### config.mk
export PLATFORM = sky130hd
export DESIGN_NAME = logic_uop_unit
export DESIGN_NICKNAME = d
export VERILOG_FILES = /design/src/rtl/lu_pkg.sv /design/src/rtl/lu_bit_slice.sv /design/src/rtl/lu_func_array.sv /design/src/rtl/lu_dest_reg.sv /design/src/rtl/logic_uop_unit.sv
export SDC_FILE = /design/constraint.sdc
export NUM_CORES = 1
export LEC_CHECK = 0
export BUFFER_PORTS_ARGS = -buffer_cell sky130_fd_sc_hd__buf_4
export CORE_AREA = 2 2 39 41
export DETAILED_ROUTE_END_ITERATION = 8
export DIE_AREA = 0 0 41 43
export MAX_ROUTING_LAYER = met4
export PLACE_DENSITY_LB_ADDON = 0.05
export SLEW_MARGIN = 20
export SYNTH_ARGS = -nofsm -noshare
export SYNTH_HDL_FRONTEND = slang
export SYNTH_HIERARCHICAL = 1
export SYNTH_SLANG_ARGS = --single-unit
### constraint.sdc
create_clock -name clk -period 1.5 [get_ports clk]
set_input_delay 0.225 -clock clk [delete_from_list [all_inputs] [get_ports clk]]
set_output_delay 0.225 -clock clk [all_outputs]
set_load 0.01 [all_outputs]
### src/rtl/lu_pkg.sv
package lu_pkg;

    localparam int FN_W = 4;

    typedef enum logic [FN_W-1:0] {
        FN_ZERO   = 4'd0,
        FN_AND    = 4'd1,
        FN_A_NB   = 4'd2,
        FN_PASS_A = 4'd3,
        FN_NA_B   = 4'd4,
        FN_PASS_B = 4'd5,
        FN_XOR    = 4'd6,
        FN_OR     = 4'd7,
        FN_NOR    = 4'd8,
        FN_XNOR   = 4'd9,
        FN_NOT_B  = 4'd10,
        FN_A_ONB  = 4'd11,
        FN_NOT_A  = 4'd12,
        FN_NA_OB  = 4'd13,
        FN_NAND   = 4'd14,
        FN_ONES   = 4'd15
    } lu_fn_e;

endpackage

### src/rtl/lu_bit_slice.sv
// One bit position: the function code is read as a truth table.
// Bit 0 of the code is the output for a=1,b=1; bit 3 for a=0,b=0.
module lu_bit_slice
    import lu_pkg::*;
(
    input  lu_fn_e truth,
    input  logic   a,
    input  logic   b,
    output logic   y
);
    always_comb begin
        unique case ({a, b})
            2'b11:   y = truth[0];
            2'b10:   y = truth[1];
            2'b01:   y = truth[2];
            default: y = truth[3];
        endcase
    end
endmodule

### src/rtl/lu_func_array.sv
module lu_func_array
    import lu_pkg::*;
#(
    parameter int WIDTH = 8
) (
    input  lu_fn_e           fn_sel,
    input  logic [WIDTH-1:0] a,
    input  logic [WIDTH-1:0] b,
    output logic [WIDTH-1:0] y
);
    for (genvar i = 0; i < WIDTH; i++) begin : g_slice
        lu_bit_slice u_slice (
            .truth (fn_sel),
            .a     (a[i]),
            .b     (b[i]),
            .y     (y[i])
        );
    end
endmodule

### src/rtl/lu_dest_reg.sv
module lu_dest_reg #(
    parameter int WIDTH = 8
) (
    input  logic             clk,
    input  logic             rst,
    input  logic             load,
    input  logic [WIDTH-1:0] d,
    output logic [WIDTH-1:0] q
);
    always_ff @(posedge clk) begin
        if (rst) begin
            q <= '0;
        end else if (load) begin
            q <= d;
        end
    end
endmodule

### src/rtl/logic_uop_unit.sv
module logic_uop_unit
    import lu_pkg::*;
#(
    parameter int WIDTH = 8
) (
    input  logic             clk,
    input  logic             rst,
    input  logic             op_en,
    input  logic [FN_W-1:0]  fn_code,
    input  logic [WIDTH-1:0] opnd_a,
    input  logic [WIDTH-1:0] opnd_b,
    output logic [WIDTH-1:0] result_q
);
    lu_fn_e           fn_sel;
    logic [WIDTH-1:0] fn_out;

    assign fn_sel = lu_fn_e'(fn_code);

    lu_func_array #(.WIDTH(WIDTH)) u_array (
        .fn_sel (fn_sel),
        .a      (opnd_a),
        .b      (opnd_b),
        .y      (fn_out)
    );

    lu_dest_reg #(.WIDTH(WIDTH)) u_reg (
        .clk  (clk),
        .rst  (rst),
        .load (op_en),
        .d    (fn_out),
        .q    (result_q)
    );
endmodule

==> metrics.txt <==
min Tclk post-route just over 0.9 ns; pwr/cell area around 770 nW/um^2; # Post-CTS Setup Buffers 0; first-pass GRT wire length approximately 1.6 mm; Initial DRC Count 4; multiplexer share of the synthesized area around 56%; share of the synthesized area in the top cell type 38.71%; worst reg2reg startpoint u_reg/q[6]$_SDFFE_PP0P_; crit path DAT about 0.7 ns; die width 41 um; hold slack between 0.2 and 0.25 ns; Fin. Hold Viols 0; delay-heaviest family, CP flip-flops; Worst setup EP type output port; Netlist Area Pre-Place 465.4 sq um; Mapped Avg Cell Area between 10 and 15 sq um; critical path launch point type flop; grt met3 use about 1.6%; Most Crowded Layer GR met1; Post-CTS Resized 0; routed vias 396; flop and latch count out of synthesis 8; DRC viols 0; final setup vio count 0; WP buf/inv 1; status finished, final reports clean; Area Growth Syn to Fin 54.30%; syn nets 57; FMAX about 1100 MHz; post-synth top area cell mux4_2; Hold WC Path Type in2reg; Final Net Count 90; drt total wl between 1 and 1.5 mm; share of cells above drive strength 1 around 63%; biggest regs u_reg/q: 8 flops; ant diodes 0; chip height roughly 43 um; Sum Neg Setup Slack 0 ns; CTS H-tree lvls 1; worst setup path startpoint u_reg/q[7]$_SDFFE_PP0P_; CP Max Fanout 2; core area 1384 sq um; register area share after synthesis between 30% and 40%; FFs w/ async S/R, synth 0%; Mapped Cells 34; Die ar. 1763 sq um; crit-path cells buf_4; post-synthesis compound-gate area fraction 0%; Root Buffer clkbuf_4; routed length per placed instance around 12 um; Worst EP required approximately 1.3 ns; Hold Crit Start rst; RSZ-0062 raised after global routing false; I/O Pins 31; Pins Over Slew Limit 0; CTS max path bufs 2; area share of fa/ha/maj cells after synthesis 0%; Setup CP Type reg2out; Placer Congestion 0.6293; VDD IR max around 0.29 mV; critical path's slowest cell dfxtp_1; worst-margin pin slew between 0.1 and 0.15 ns; post-route ant nets 0; Tcrit/Tclk final about three fifths; IO Port Bufs 30; GR Util All Layers 14.08%; worst skew pair latency roughly 0.24 ns; Lkg Pwr 0.0003402 uW; number of flip-flops in the largest register 8; multi-input gate area in the final layout about 290 sq um; met2 usage around 16%; Simple-Gate Fraction of Synth Area under 10%; Seq. cell area 160.2 sq um; cts bufs inserted 3; starting density of the core between 30% and 40%; synth warn 6; Most used DFF post-synth dfxtp_1; Layout Skew 0 ns; total gr overflow 0; MaxCap Viol Count 0; CTS tree yes; M1 GR Usage roughly a fifth; CP peak stage delay 0.33 ns; register with the most flip-flops u_reg/q; # rows 14; largest family of logic cells by synthesized area multiplexers; vias in the first global route between 300 and 400; Post-Synth XOR/XNOR Area 0%; commonest cells in the synthesized netlist 8 x dfxtp_1, 8 x mux2i_1, 8 x mux4_2, 8 x nor2_1; Post-synth EDFFs 0; synth top area cells mux4_2 39%, dfxtp_1 34%, mux2i_1 17%; relative slew slack between 90 and 100%; largest net degree at the start of global routing 9; fill count 123; antenna violations before repair 0; Vias/cell 4.889; CTS Hold Buffers Added 0; Worst-path clk slew approximately 0.050 ns; Cell variety after synth 6; clk sink count 8; first-pass detailed-route iteration total 3
layer usage:
metal / routed length (um) / share of wire (%) / vias up
met3: 110 / 11 / 2
li1: - / - / 195
met5: 0 / 0 / -
met1: 457 / 46 / 170
met2: 414 / 41 / 29
met4: 19 / 1.9 / 0
stage by stage:
stage	area, sq um	power, uW	cells	worst slack [ns]	util [%]
6_report	718.2	556.1	81	0.5790	51.90
5_1_grt	718.2	592.1	81	0.5419	51.90
4_1_cts	718.2	568.7	81	0.5639	51.90
3_5_place_dp	695.7	405.3	78	0.3542	50.27
3_3_place_gp	695.7	403.6	78	0.3585	50.27
2_1_floorplan	465.4	319.9	34	0.5187	-
layout by cell type (no fill, tap or decap), drive strengths merged:
cell type / n
mux4: 8
buf: 30
dfxtp: 8
mux2i: 8
clkbuf: 3
nor2: 8
worst paths after layout:
| kind | end | slack [ns] | cells after the start |
|---|---|---|---|
| setup / recovery | result_q[7] | 0.58 | 1 |
| hold / removal | u_reg/q[4]$_SDFFE_PP0P_ | 0.21 | 2 |
| setup reg to reg | u_reg/q[6]$_SDFFE_PP0P_ | 0.92 | 2 |
| hold reg to reg | u_reg/q[0]$_SDFFE_PP0P_ | 0.50 | 2 |
power by group:
part	switching (uW)	leakage [uW]	internal, uW
logic	56.2	0.000260	105
clock network	66.7	0.0000138	91.1
registers	7.91	0.0000661	229
kinds of logic (layout without fill, tap and decap cells):
| group | count (synthesis) | after routing |
|---|---|---|
| multiplexers | 16 | 16 |
| flip-flops | 8 | 8 |
| AND/OR/NAND/NOR | 8 | 8 |
| buffers and inverters | 2 | 33 |
cell type report:
type,instances,area share [%]
well taps,16,2.787
repair buffers,30,31.36
clock buffers,3,3.136
flip-flops and latches,8,22.30
multi-input cells,24,40.42
(Power assumes the default switching activity.)
